==> src/rtl/oqe_pkg.sv <==
package oqe_pkg;

    localparam int NPORT = 5;
    localparam int TSW   = 8;
    localparam int DSTW  = 3;
    localparam int CNTW  = $clog2(NPORT + 1);

    typedef logic [TSW-1:0]  stamp_t;
    typedef logic [DSTW-1:0] dst_t;
    typedef logic [CNTW-1:0] cnt_t;

    typedef enum logic [DSTW-1:0] {
        DIR_NORTH = 3'd0,
        DIR_SOUTH = 3'd1,
        DIR_EAST  = 3'd2,
        DIR_WEST  = 3'd3,
        DIR_LOCAL = 3'd4
    } dir_e;

    typedef struct packed {
        logic vld;
        logic retry;
        dst_t dst;
    } req_t;

    typedef struct packed {
        logic   vld;
        stamp_t ts;
    } gnt_t;

    // legal output code
    function automatic logic dst_ok(input dst_t d);
        return (int'(d) < NPORT);
    endfunction

    // later of two stamps inside a half-range window
    function automatic stamp_t stamp_later(input stamp_t a, input stamp_t b);
        stamp_t diff;
        diff = a - b;
        return diff[TSW-1] ? b : a;
    endfunction

endpackage

==> src/rtl/oqe_clock.sv <==
module oqe_clock
    import oqe_pkg::*;
(
    input  logic   clk,
    input  logic   rst,
    output stamp_t now
);
    always_ff @(posedge clk) begin
        if (rst) now <= '0;
        else     now <= now + stamp_t'(1);
    end
endmodule

==> src/rtl/oqe_rank.sv <==
// Position of each request among those aimed at the same output:
// retried requests first, then by input index.
module oqe_rank
    import oqe_pkg::*;
(
    input  req_t reqs [NPORT],
    output cnt_t rank [NPORT]
);
    always_comb begin
        for (int i = 0; i < NPORT; i++) begin
            rank[i] = '0;
            for (int k = 0; k < NPORT; k++) begin
                if (k != i && reqs[k].vld && reqs[k].dst == reqs[i].dst) begin
                    if ((reqs[k].retry && !reqs[i].retry) ||
                        (reqs[k].retry == reqs[i].retry && k < i))
                        rank[i] = rank[i] + cnt_t'(1);
                end
            end
        end
    end
endmodule

==> src/rtl/oqe_slot.sv <==
// Per-output next-free-slot keeper with horizon limit.
module oqe_slot
    import oqe_pkg::*;
#(
    parameter int HORIZON = 8
)(
    input  logic   clk,
    input  logic   rst,
    input  stamp_t now,
    input  cnt_t   demand,
    output stamp_t base,
    output stamp_t room,
    output logic   full
);
    localparam stamp_t LIMIT = stamp_t'(HORIZON);

    stamp_t nf_q;
    stamp_t soonest;
    stamp_t offset;
    stamp_t taken;

    always_comb begin
        soonest = now + stamp_t'(1);
        base    = stamp_later(soonest, nf_q);
        offset  = base - soonest;
        full    = (offset >= LIMIT);
        room    = full ? '0 : (LIMIT - offset);
        taken   = (stamp_t'(demand) < room) ? stamp_t'(demand) : room;
    end

    // stale registers are pulled up to the present every cycle
    always_ff @(posedge clk) begin
        if (rst) nf_q <= '0;
        else     nf_q <= base + taken;
    end
endmodule

==> src/rtl/oqe_top.sv <==
module oqe_top
    import oqe_pkg::*;
#(
    parameter int HORIZON = 8
)(
    input  logic                  clk,
    input  logic                  rst,
    input  logic [NPORT-1:0]      req_valid,
    input  logic [NPORT*DSTW-1:0] req_out,
    input  logic [NPORT-1:0]      req_retry,
    output logic [NPORT-1:0]      grant,
    output logic [NPORT*TSW-1:0]  grant_ts,
    output logic [TSW-1:0]        cur_time,
    output logic [NPORT-1:0]      stall
);
    req_t   reqs   [NPORT];
    cnt_t   rank   [NPORT];
    cnt_t   demand [NPORT];
    stamp_t base   [NPORT];
    stamp_t room   [NPORT];
    gnt_t   gnt_d  [NPORT];
    gnt_t   gnt_q  [NPORT];
    stamp_t now;

    oqe_clock u_clock (.clk(clk), .rst(rst), .now(now));
    assign cur_time = now;

    for (genvar i = 0; i < NPORT; i++) begin : g_in
        always_comb begin
            reqs[i].vld   = req_valid[i] && dst_ok(req_out[i*DSTW +: DSTW]);
            reqs[i].retry = req_retry[i];
            reqs[i].dst   = req_out[i*DSTW +: DSTW];
        end
    end

    oqe_rank u_rank (.reqs(reqs), .rank(rank));

    always_comb begin
        for (int o = 0; o < NPORT; o++) begin
            demand[o] = '0;
            for (int i = 0; i < NPORT; i++)
                if (reqs[i].vld && int'(reqs[i].dst) == o)
                    demand[o] = demand[o] + cnt_t'(1);
        end
    end

    for (genvar o = 0; o < NPORT; o++) begin : g_out
        oqe_slot #(.HORIZON(HORIZON)) u_slot (
            .clk    (clk),
            .rst    (rst),
            .now    (now),
            .demand (demand[o]),
            .base   (base[o]),
            .room   (room[o]),
            .full   (stall[o])
        );
    end

    for (genvar i = 0; i < NPORT; i++) begin : g_gnt
        always_comb begin
            stamp_t sel_base;
            stamp_t sel_room;
            sel_base = '0;
            sel_room = '0;
            for (int o = 0; o < NPORT; o++) begin
                if (int'(reqs[i].dst) == o) begin
                    sel_base = base[o];
                    sel_room = room[o];
                end
            end
            gnt_d[i].vld = reqs[i].vld && (stamp_t'(rank[i]) < sel_room);
            gnt_d[i].ts  = sel_base + stamp_t'(rank[i]);
        end

        always_ff @(posedge clk) begin
            if (rst) gnt_q[i] <= '0;
            else     gnt_q[i] <= gnt_d[i];
        end

        assign grant[i]               = gnt_q[i].vld;
        assign grant_ts[i*TSW +: TSW] = gnt_q[i].ts;
    end

endmodule

==> config.mk <==
export PLATFORM = sky130hd
export DESIGN_NAME = oqe_top
export DESIGN_NICKNAME = d
export VERILOG_FILES = /design/src/rtl/oqe_pkg.sv /design/src/rtl/oqe_clock.sv /design/src/rtl/oqe_rank.sv /design/src/rtl/oqe_slot.sv /design/src/rtl/oqe_top.sv
export SDC_FILE = /design/constraint.sdc
export NUM_CORES = 1
export LEC_CHECK = 0
export CAP_MARGIN = 20
export CORE_UTILIZATION = 38
export DETAILED_ROUTE_END_ITERATION = 8
export RECOVER_POWER = 100
export SYNTH_ARGS = -nofsm -noshare
export SYNTH_HDL_FRONTEND = slang
export SYNTH_HIERARCHICAL = 1
export SYNTH_SLANG_ARGS = --single-unit
==> constraint.sdc <==
create_clock -name clk -period 17.65 [get_ports clk]
set_input_delay 1.765 -clock clk [delete_from_list [all_inputs] [get_ports clk]]
set_output_delay 1.765 -clock clk [all_outputs]
set_load 0.05 [all_outputs]
# Yosys cells after proc, flatten, opt, wreduce, memory -nomap -nowiden
# Memories as Yosys holds them, arrays and structs flattened.
# Index checks and enable logic that the tools add are counted.
[op_classes] n_mux=138 n_eq_ne=50 n_bitwise=5 order_cmp=20 add_sub_neg=61 reduce_logical=95
[op_table] cell="$mux 8" n=65
[op_table] cell="$mux 3" n=49
[op_table] cell="$add 3x1->3 const B" n=33
[op_table] cell="$lt 3x8->1" n=10
[op_table] cell="$sub 8x8->8" n=10
[op_table] cell="$logic_and 1x1->1" n=75
[op_table] cell="$eq 3x3->1" n=20
[op_table] cell="$eq 3x3->1 const B" n=15
[op_table] cell="$mux 9" n=5
[op_table] cell="$add 8x3->8" n=5
[op_table] cell="$add 8x8->8" n=5
[op_table] cell="$ge 8x4->1 const B" n=5
[op_table] cell="$sub 4x8->8 const A" n=5
[op_table] cell="$mux 1" n=17
[op_table] cell="$eq 3x2->1 const B" n=5
[op_table] cell="$logic_not 3->1" n=5
[op_table] cell="$lt 3x3->1 const B" n=5
[op_table] cell="$eq 1x1->1" n=10
[op_table] cell="$logic_or 1x1->1" n=10
[op_table] cell="$add 8x1->8 const B" n=1
[op_table] cell="$logic_not 1->1" n=5
[op_table] cell="$or 1x1->1" n=5
[op_table] cell="$add 1x1->2 const B" n=2
[op_table] cell="$mux 2" n=2
[word_totals] n_memories=1 out_inout_bits=58 elab_cells=376 input_bits=27 ram_bits=45 reg_bits=48
[mem_list] name="gnt_q" depth=5 width=9 rd=5 rd_clocked_by_memory_dff=0 wr=5 line_no="oqe_top.sv:22" rtl="gnt_t gnt_q [NPORT];"

# Longest topological paths before layout
# Gate-level depths: netlist of the first run.
[logic_depth] ltp_word=17 ltp_mapped=32 depth_no_buf=32

# Hierarchy
# The synthesis of the first run kept the hierarchy.
[modules_own_cells] module="oqe_slot" cells_each=179 area_each_um2=1406.3 instances=5
[modules_own_cells] module="oqe_top" cells_each=700 area_each_um2=5939.4 instances=1
[modules_own_cells] module="oqe_rank" cells_each=164 area_each_um2=1199.9 instances=1
[modules_own_cells] module="oqe_clock" cells_each=33 area_each_um2=304.0 instances=1

# Worst setup path before layout of the first run
# OpenSTA, ideal clock, no wires.
[synth_path] path_kind="register to register" from="register u_clock.now[0]" to="register g_out[4].u_slot.nf_q[7]" path_buffers=1 period_less_slack_ps=8252 stages_incl_launch_ff=30 setup_time_ps=120 path_slack_ps=9398 arrival_ps=8132 path_cell_list="dfxtp_1 -> ha_1 -> nand3_1 -> xor2_1 -> inv_1 -> ha_1 -> a21oi_1 -> o21ai_0 -> a21oi_1 -> xor2_1 -> clkbuf_1 -> o21ai_0 -> ha_1 -> o21a_1 -> or4_1 -> o311a_2 -> nor4_4 -> nand3_4 -> or2_1 -> ha_1 -> o41ai_1 -> a41oi_1 -> o22ai_1 -> ha_1 -> a21o_1 -> a21oi_1 -> o21bai_1 -> a2111oi_0 -> o21bai_1 -> nor3b_1"
[synth_rtl] item="start, declared" line_no="oqe_clock.sv:6" rtl="output stamp_t now"
[synth_rtl] item="start signal, assigned" line_no="oqe_clock.sv:10" rtl="else now <= now + stamp_t'(1);"
[synth_rtl] item="end signal, assigned" line_no="oqe_slot.sv:34" rtl="else nf_q <= base + taken;"
[synth_rtl] item="end, declared" line_no="oqe_slot.sv:17" rtl="stamp_t nf_q;"

==> results of run 1 <==
-- placed cells by master, fill, tap and decap left out, types with 15 or more instances in the layout --
cell type,count
mux2i_1,48
dlygate4sd3_1,58
conb_1,40
xnor2_1,69
inv_1,153
nor3_1,29
fa_1,15
xor2_1,105
clkdlybuf4s50_1,22
o22ai_1,18
ha_1,186
mux2_2,31
mux4_2,29
a22oi_1,18
dfxtp_1,93
and3_1,17
nor2_1,168
nand2_1,125
a21o_1,25
o21bai_1,15
buf_4,37
nand2b_1,40
a21oi_1,105
a41oi_1,15
nor2b_1,32
nand3_1,48
nand4_1,23
o21ai_0,82
-- cell families (layout without fill, tap and decap cells) --
logic type,Yosys count,after routing
buf+inv,225,299
simple gates,597,597
mux,109,109
flops,93,93
xor+xnor,179,179
fa+ha+maj,201,201
compound gates,383,383
other cells,5,41
-- layout make-up --
class / instances / area share
Multi-Input combinational cell: 1509 / 0.720
Timing Repair Buffer: 127 / 0.0700
Sequential cell: 93 / 0.115
Clock buffer: 10 / 0.0148
Tap cell: 511 / 0.0396
Antenna cell: 1 / 0.000155
Inverter: 156 / 0.0363
Clock inverter: 6 / 0.00434
-- layer usage --
metal	part of all wire	track usage	vias up
met2	0.45	0.392	505
met4	0.042	0.113	0
met3	0.070	0.0446	98
met1	0.44	0.309	6448
met5	0	0	-
li1	-	-	6577
-- flip-flops by register name, indices dropped and copies added (netlist names) --
signal / flops
u_clock/now: 8
g_out.u_slot/nf_q: 40
gnt_q: 45
-- path summary, 6_finish.rpt --
check | from | to | depth (start not counted)
worst max-delay path | u_clock/now[1]$_SDFF_PP0_ | g_out[2].u_slot/nf_q[7]$_SDFF_PP0_ | 28
worst min-delay path | u_clock/now[0]$_SDFF_PP0_ | u_clock/now[0]$_SDFF_PP0_ | 2
worst max register to register | u_clock/now[1]$_SDFF_PP0_ | g_out[2].u_slot/nf_q[7]$_SDFF_PP0_ | 28
worst min register to register | u_clock/now[0]$_SDFF_PP0_ | u_clock/now[0]$_SDFF_PP0_ | 2
-- worst min-delay path: stages, from the launching register on --
cell	delay, ns
dfxtp_1	0.32
buf_4	0.26
nor2_1	0.13
-- power groups by stage --
| stage | Clock, mW | Combinational [mW] | Sequential (mW) |
|---|---|---|---|
| after floorplan | 0 | 1.32 | 0.346 |
| after global placement | 0 | 1.85 | 0.283 |
| after detailed placement | 0 | 1.89 | 0.283 |
| after CTS | 0.223 | 1.90 | 0.279 |
| after global routing | 0.229 | 2.03 | 0.282 |
| final | 0.216 | 1.86 | 0.277 |
-- per-stage QoR --
step	area [sq um]	hold WS (ns)
2_1_floorplan	14600	0.775
5_1_grt	16100	0.801
4_1_cts	16200	0.763
3_3_place_gp	15900	0.745
3_5_place_dp	15900	0.747
6_report	16200	0.751
==> results.md, run 1 <==
- Status: complete, but fails checks
- Failing checks: capacitance limit, slew limit
- Initial antenna violation count: 0
- Internal power: 1.09 mW
- Residual DRC: 0
- Final worst path period share: 0.561
- WL/cell: between 15 and 20 microns
- XOR/XNOR Fraction of Synth Area: 0.113
- Relative slew slack: -0.619
- Max IR drop VDD: about 0.11 mV
- 1st-iter DRT viols: 1116
- Layout cell share with drive strength beyond 1: 0.0915
- Vias in the first global route: approximately 13000
- CTS root buf: clkbuf_16
- Sequential share of the synthesized area: 0.129
- CP Launch Type: flop
- Post-DP HPWL: ~37 mm
- Mapped Area: ~14000 sq um
- Hold crit path type: flop to flop
- Synth cell types: between 80 and 90
- Area of the multi-input gates: between 10000 and 15000 sq um
- Multiplexer share of the synthesized area: 0.103
- Sequential group share of total power: 0.118
- Overall power: approximately 2.4 mW
- CTS sink cnt: 93
- Power density cells: approximately 150 nW/um^2
- Lkg Pwr: a little over 7 nW
- Ports: 85
- Final setup fails: 0
- Psw: between 1 and 1.5 mW
- CP max stage cell: dfxtp_1
- Crit path top cell by count: ha_1
- Post_cts resized: 0
- Fin nets: 2124
- Avg Cell Area, Syn: just over 8 sq um
- CTS clk-pin slew, worst paths: 0.08 ns
- Post-synth EDFFs: 0
- Main synth FF type: dfxtp_1
- Pins Over Slew Limit: between 90 and 100
- Area grow syn2layout: 11.6%
- Asr flop ratio synth: 0
- Pre-CTS WS: between 8 and 9 ns
- CTS tree: yes
- Clock power share: 0.092
- Setup crit end kind: flop
- Worst Path Required: between 15 and 20 ns
- Bufs and invs on worst path: 1
- Worst setup margin: a little under 8 ns
- Switch share: 0.538
- Drt total wl: 46.8 mm
- Synth top area share: 0.161
- Die height: between 150 and 200 microns
- First-pass GRT wire length: 72.3 mm
- Fin crit period: approximately 10 ns
- Yosys reg bits: slightly above 90
- Max Fclk: 101 MHz
- Setup Crit Path Kind: flop to flop
- Port Buffer Count: 84
- Vias: 13600
- Final Core Density: 0.430
- Largest family of logic cells by synthesized area: simple AND/OR/NAND/NOR gates
- Max incr delay on CP: between 0.9 and 1 ns
- Vias per std cell: between 5 and 6
- Post-synthesis adder-cell area fraction: 0.182
- Pre-antenna DRT Iters: 7
- Routed Antenna Nets: 0
- Post-CTS setup buffer count: 0
- Worst path arrival time: about 10 ns
- Commonest cells post-synth: ha_1 (186), nor2_1 (168), inv_1 (153), nand2_1 (125)
- Pin count of the biggest net entering global routing: between 50 and 60
- Final GP Congestion: a little under 1
- Area leader, netlist: ha_1
- Worst-Margin Slew: around 2.4 ns
- RSZ-0062 raised after global routing: no
- Die area: 38900 sq um
- Final hold vios: 0
- Core area: between 30000 and 40000 sq um
- Global route overflow: 0
- FF-to-FF setup slack: roughly 7.7 ns
- Combinational power share: 0.791
- Clk_skew: ~0.009 ns
- Post-Place Cells: approximately 2400
- Filler cell count: 3810
- CTS Hold Bufs: 0
- Row cnt: 71
- Initial Utilization: 0.385
- Compound-gate portion of the synthesized area: 0.179
- Most common cell in the netlist: ha_1
- Simple-gate share of the synthesized area: 0.223
- Skew-Pair Late Insertion Delay: roughly 0.39 ns
- CTS H-Tree Depth: 3
- Top cells by area, synth: ha_1 (16%), dfxtp_1 (13%), xor2_1 (6.4%), mux4_2 (4.5%), nor2_1 (4.4%)
- Top delay family on crit path: compound AO/OA/AOI/OAI gates
- Die Span X: between 150 and 200 microns
- Total CTS buffers: 9
- Max-Cap Viols: 2
- Worst Path Max Fanout: 24
- Gr usage total: 0.242
- Warnings, synthesis: 6
- Setup_tns: 0 ns
- Syn Inst Count: about 1800
- Final Non-Filler Cells: between 2000 and 2500
- Register area: between 1500 and 2000 sq um
- Max clock buf depth: 2
Note: power is estimated with default switching activity, not from simulation.
==> run 2: changes to the inputs <==
==> constraint.sdc (replaced) <==
create_clock -name clk -period 10.4 [get_ports clk]
set_input_delay 1.04 -clock clk [delete_from_list [all_inputs] [get_ports clk]]
set_output_delay 1.04 -clock clk [all_outputs]
set_load 0.05 [all_outputs]
==> run 2 against run 1 <==
The run still ends with capacitance limit, slew limit left. Critical path type unchanged. Critical endpoint is now g_out[1].u_slot/nf_q[7]$_SDFF_PP0_. Sequential share of layout area about the same. Worst hold slack better by 0.0060 ns. Sequential power up 69%. Routed wire length down 0.67%. Fmax up 6.9%. Critical path depth unchanged. Clock skew up 0.0030 ns. Combinational power up 70%. Final area about the same.
==> results.md, run 2 (synthesis results as in run 1) <==
- CP Launch Type: flop (unchanged)
- CTS clk-pin slew, worst paths: 0.07 ns (was 0.08 ns)
- Post_cts resized: 0 (unchanged)
- Max clock buf depth: 2 (unchanged)
- Max incr delay on CP: 0.85 ns (was 0.92 ns)
- Final hold vios: 0 (unchanged)
- Area grow syn2layout: 11.6% (about the same)
- Commonest cells after routing, fill and taps aside: ha_1 (186), nor2_1 (168), inv_1 (153) (unchanged)
- Vias per std cell: 5.63 (was 5.65)
- RSZ-0062 raised after global routing: no (unchanged)
- Most common cell after layout, fill and taps aside: ha_1 (unchanged)
- Initial antenna violation count: 0 (unchanged)
- 1st-iter DRT viols: 1258 (was 1116)
- CTS tree: yes (unchanged)
- Sequential group share of total power: 0.118 (about the same)
- Combinational power share: 0.792 (was 0.791)
- Core area: 37600 sq um (unchanged)
- Setup Crit Path Kind: flop to flop (unchanged)
- Row cnt: 71 (unchanged)
- Final setup fails: 0 (unchanged)
- Post-DP HPWL: 37.1 mm (was 36.6 mm)
- Fin crit period: 9.27 ns (was 9.91 ns)
- CTS Hold Bufs: 0 (unchanged)
- Max IR drop VDD: 0.124 mV (was 0.105 mV)
- Top reg by flops: gnt_q (unchanged)
- Post-CTS setup buffer count: 0 (unchanged)
- Pins Over Slew Limit: 97 (unchanged)
- Skew-Pair Late Insertion Delay: 0.38 ns (was 0.39 ns)
- Total CTS buffers: 9 (unchanged)
- Overall power: 3.99 mW (was 2.36 mW)
- Die height: 197 microns (unchanged)
- Clk_skew: 0.0120 ns (was 0.00905 ns)
- Lkg Pwr: 7.18 nW (was 7.19 nW)
- Pin count of the biggest net entering global routing: 51 (was 56)
- Clock power share: 0.091 (was 0.092)
- Worst-Margin Slew: 2.37 ns (was 2.43 ns)
- Worst Path Required: 10.56 ns (was 17.83 ns)
- Drt total wl: 46.5 mm (was 46.8 mm)
- Largest register FFs: 45 (unchanged)
- Final worst path period share: 0.891 (was 0.561)
- Vias in the first global route: 12700 (was 13000)
- Failing checks: capacitance limit, slew limit (unchanged)
- Regs by FF count: gnt_q x45, g_out.u_slot/nf_q x40, u_clock/now x8 (unchanged)
- Psw: 2.13 mW (was 1.27 mW)
- CTS H-Tree Depth: 3 (unchanged)
- Setup crit end kind: flop (unchanged)
- Gr usage total: 0.239 (was 0.242)
- Crit path top cell by count: ha_1 (unchanged)
- Status: complete, but fails checks (unchanged)
- Relative slew slack: -0.578 (was -0.619)
- Residual DRC: 0 (unchanged)
- Max Fclk: 108 MHz (was 101 MHz)
- Max-Cap Viols: 2 (unchanged)
- Initial Utilization: 0.385 (unchanged)
- Ports: 85 (unchanged)
- Worst Path Max Fanout: 24 (unchanged)
- Hold crit path type: flop to flop (unchanged)
- Power density cells: 247 nW/um^2 (was 146 nW/um^2)
- Post-Place Cells: 2393 (was 2394)
- Vias: 13600 (about the same)
- Pre-antenna DRT Iters: 6 (was 7)
- Routed Antenna Nets: 0 (unchanged)
- FF-to-FF setup slack: 1.13 ns (was 7.74 ns)
- Switch share: 0.535 (was 0.538)
- Worst path arrival time: 9.43 ns (was 10.09 ns)
- Layout cell share with drive strength beyond 1: 0.0906 (was 0.0915)
- Final GP Congestion: 0.980 (was 0.965)
- Die area: 38900 sq um (unchanged)
- CTS sink cnt: 93 (unchanged)
- Global route overflow: 0 (unchanged)
- CP max stage cell: dfxtp_1 (unchanged)
- First-pass GRT wire length: 71.4 mm (was 72.3 mm)
- Setup_tns: 0 ns (unchanged)
- Port Buffer Count: 84 (unchanged)
- WL/cell: 19.3 microns (was 19.4 microns)
- Internal power: 1.86 mW (was 1.09 mW)
- Diode count: 0 (was 1)
- CTS root buf: clkbuf_16 (unchanged)
- Fin nets: 2122 (was 2124)
- Die Span X: 197 microns (unchanged)
- Final Non-Filler Cells: 2410 (was 2413)
[run 2: cell types whose count changed in the layout (fill, tap and decap cells not counted), moves of 2 or more]
| cell | previous run | this run |
|---|---|---|
| nand3_1 | 48 | 51 |
| nand3_4 | 5 | 2 |
| nor4_1 | 14 | 11 |
| nor4_4 | 1 | 4 |
| buf_4 | 37 | 39 |
| clkbuf_4 | 2 | 0 |
[run 2: layer usage]
metal	vias up	routed length [microns]	track usage
met3	87	3580	0.0417
met1	6369	20200	0.313
met2	550	20900	0.385
li1	6554	-	-
met4	0	1880	0.102
met5	-	0	0
[run 2: critical path: cells and delay by family, from the launching register on]
kind,cells,cell delay (ns)
AOI/OAI and AO/OA,14,3.96
xor gates and xnor gates,2,0.41
adders and majority gates,4,1.35
buffers and inverters,2,0.31
DFF,1,0.85
and+or+nand+nor,6,2.15
[run 2: power by group through the flow]
stage,clock [mW],combinational (mW),sequential [mW]
3_5_place_dp,0,3.19,0.480
3_3_place_gp,0,3.13,0.479
2_1_floorplan,0,2.24,0.588
6_report,0.363,3.16,0.469
4_1_cts,0.376,3.20,0.472
5_1_grt,0.387,3.45,0.479
[run 2: through the flow]
step                hold WS [ns]  utilization  setup slack (ns)  cell area (sq um)
floorplan                  0.775            -              2.15              14600
global placement           0.743        0.424              1.60              15900
detailed placement         0.749        0.424              1.48              15900
CTS                        0.767        0.432              1.44              16200
global route               0.791        0.430             0.358              16100
finish                     0.757        0.430              1.13              16100
[run 2: final timing paths]
path                        startpoint                            endpoint  cells after the start
max          u_clock/now[3]$_SDFF_PP0_  g_out[1].u_slot/nf_q[7]$_SDFF_PP0_                     28
min          u_clock/now[0]$_SDFF_PP0_           u_clock/now[0]$_SDFF_PP0_                      2
max reg2reg  u_clock/now[3]$_SDFF_PP0_  g_out[1].u_slot/nf_q[7]$_SDFF_PP0_                     28
min reg2reg  u_clock/now[0]$_SDFF_PP0_           u_clock/now[0]$_SDFF_PP0_                      2
[run 2: final cells by class]
| cell class | count | area [sq um] |
|---|---|---|
| clock buffer | 11 | 253 |
| inverter | 156 | 586 |
| clock inverter | 5 | 58.8 |
| multi-input combinational | 1509 | 11600 |
| sequential | 93 | 1860 |
| tap | 511 | 639 |
| fill | 3766 | 21400 |
| timing repair buffer | 125 | 1120 |
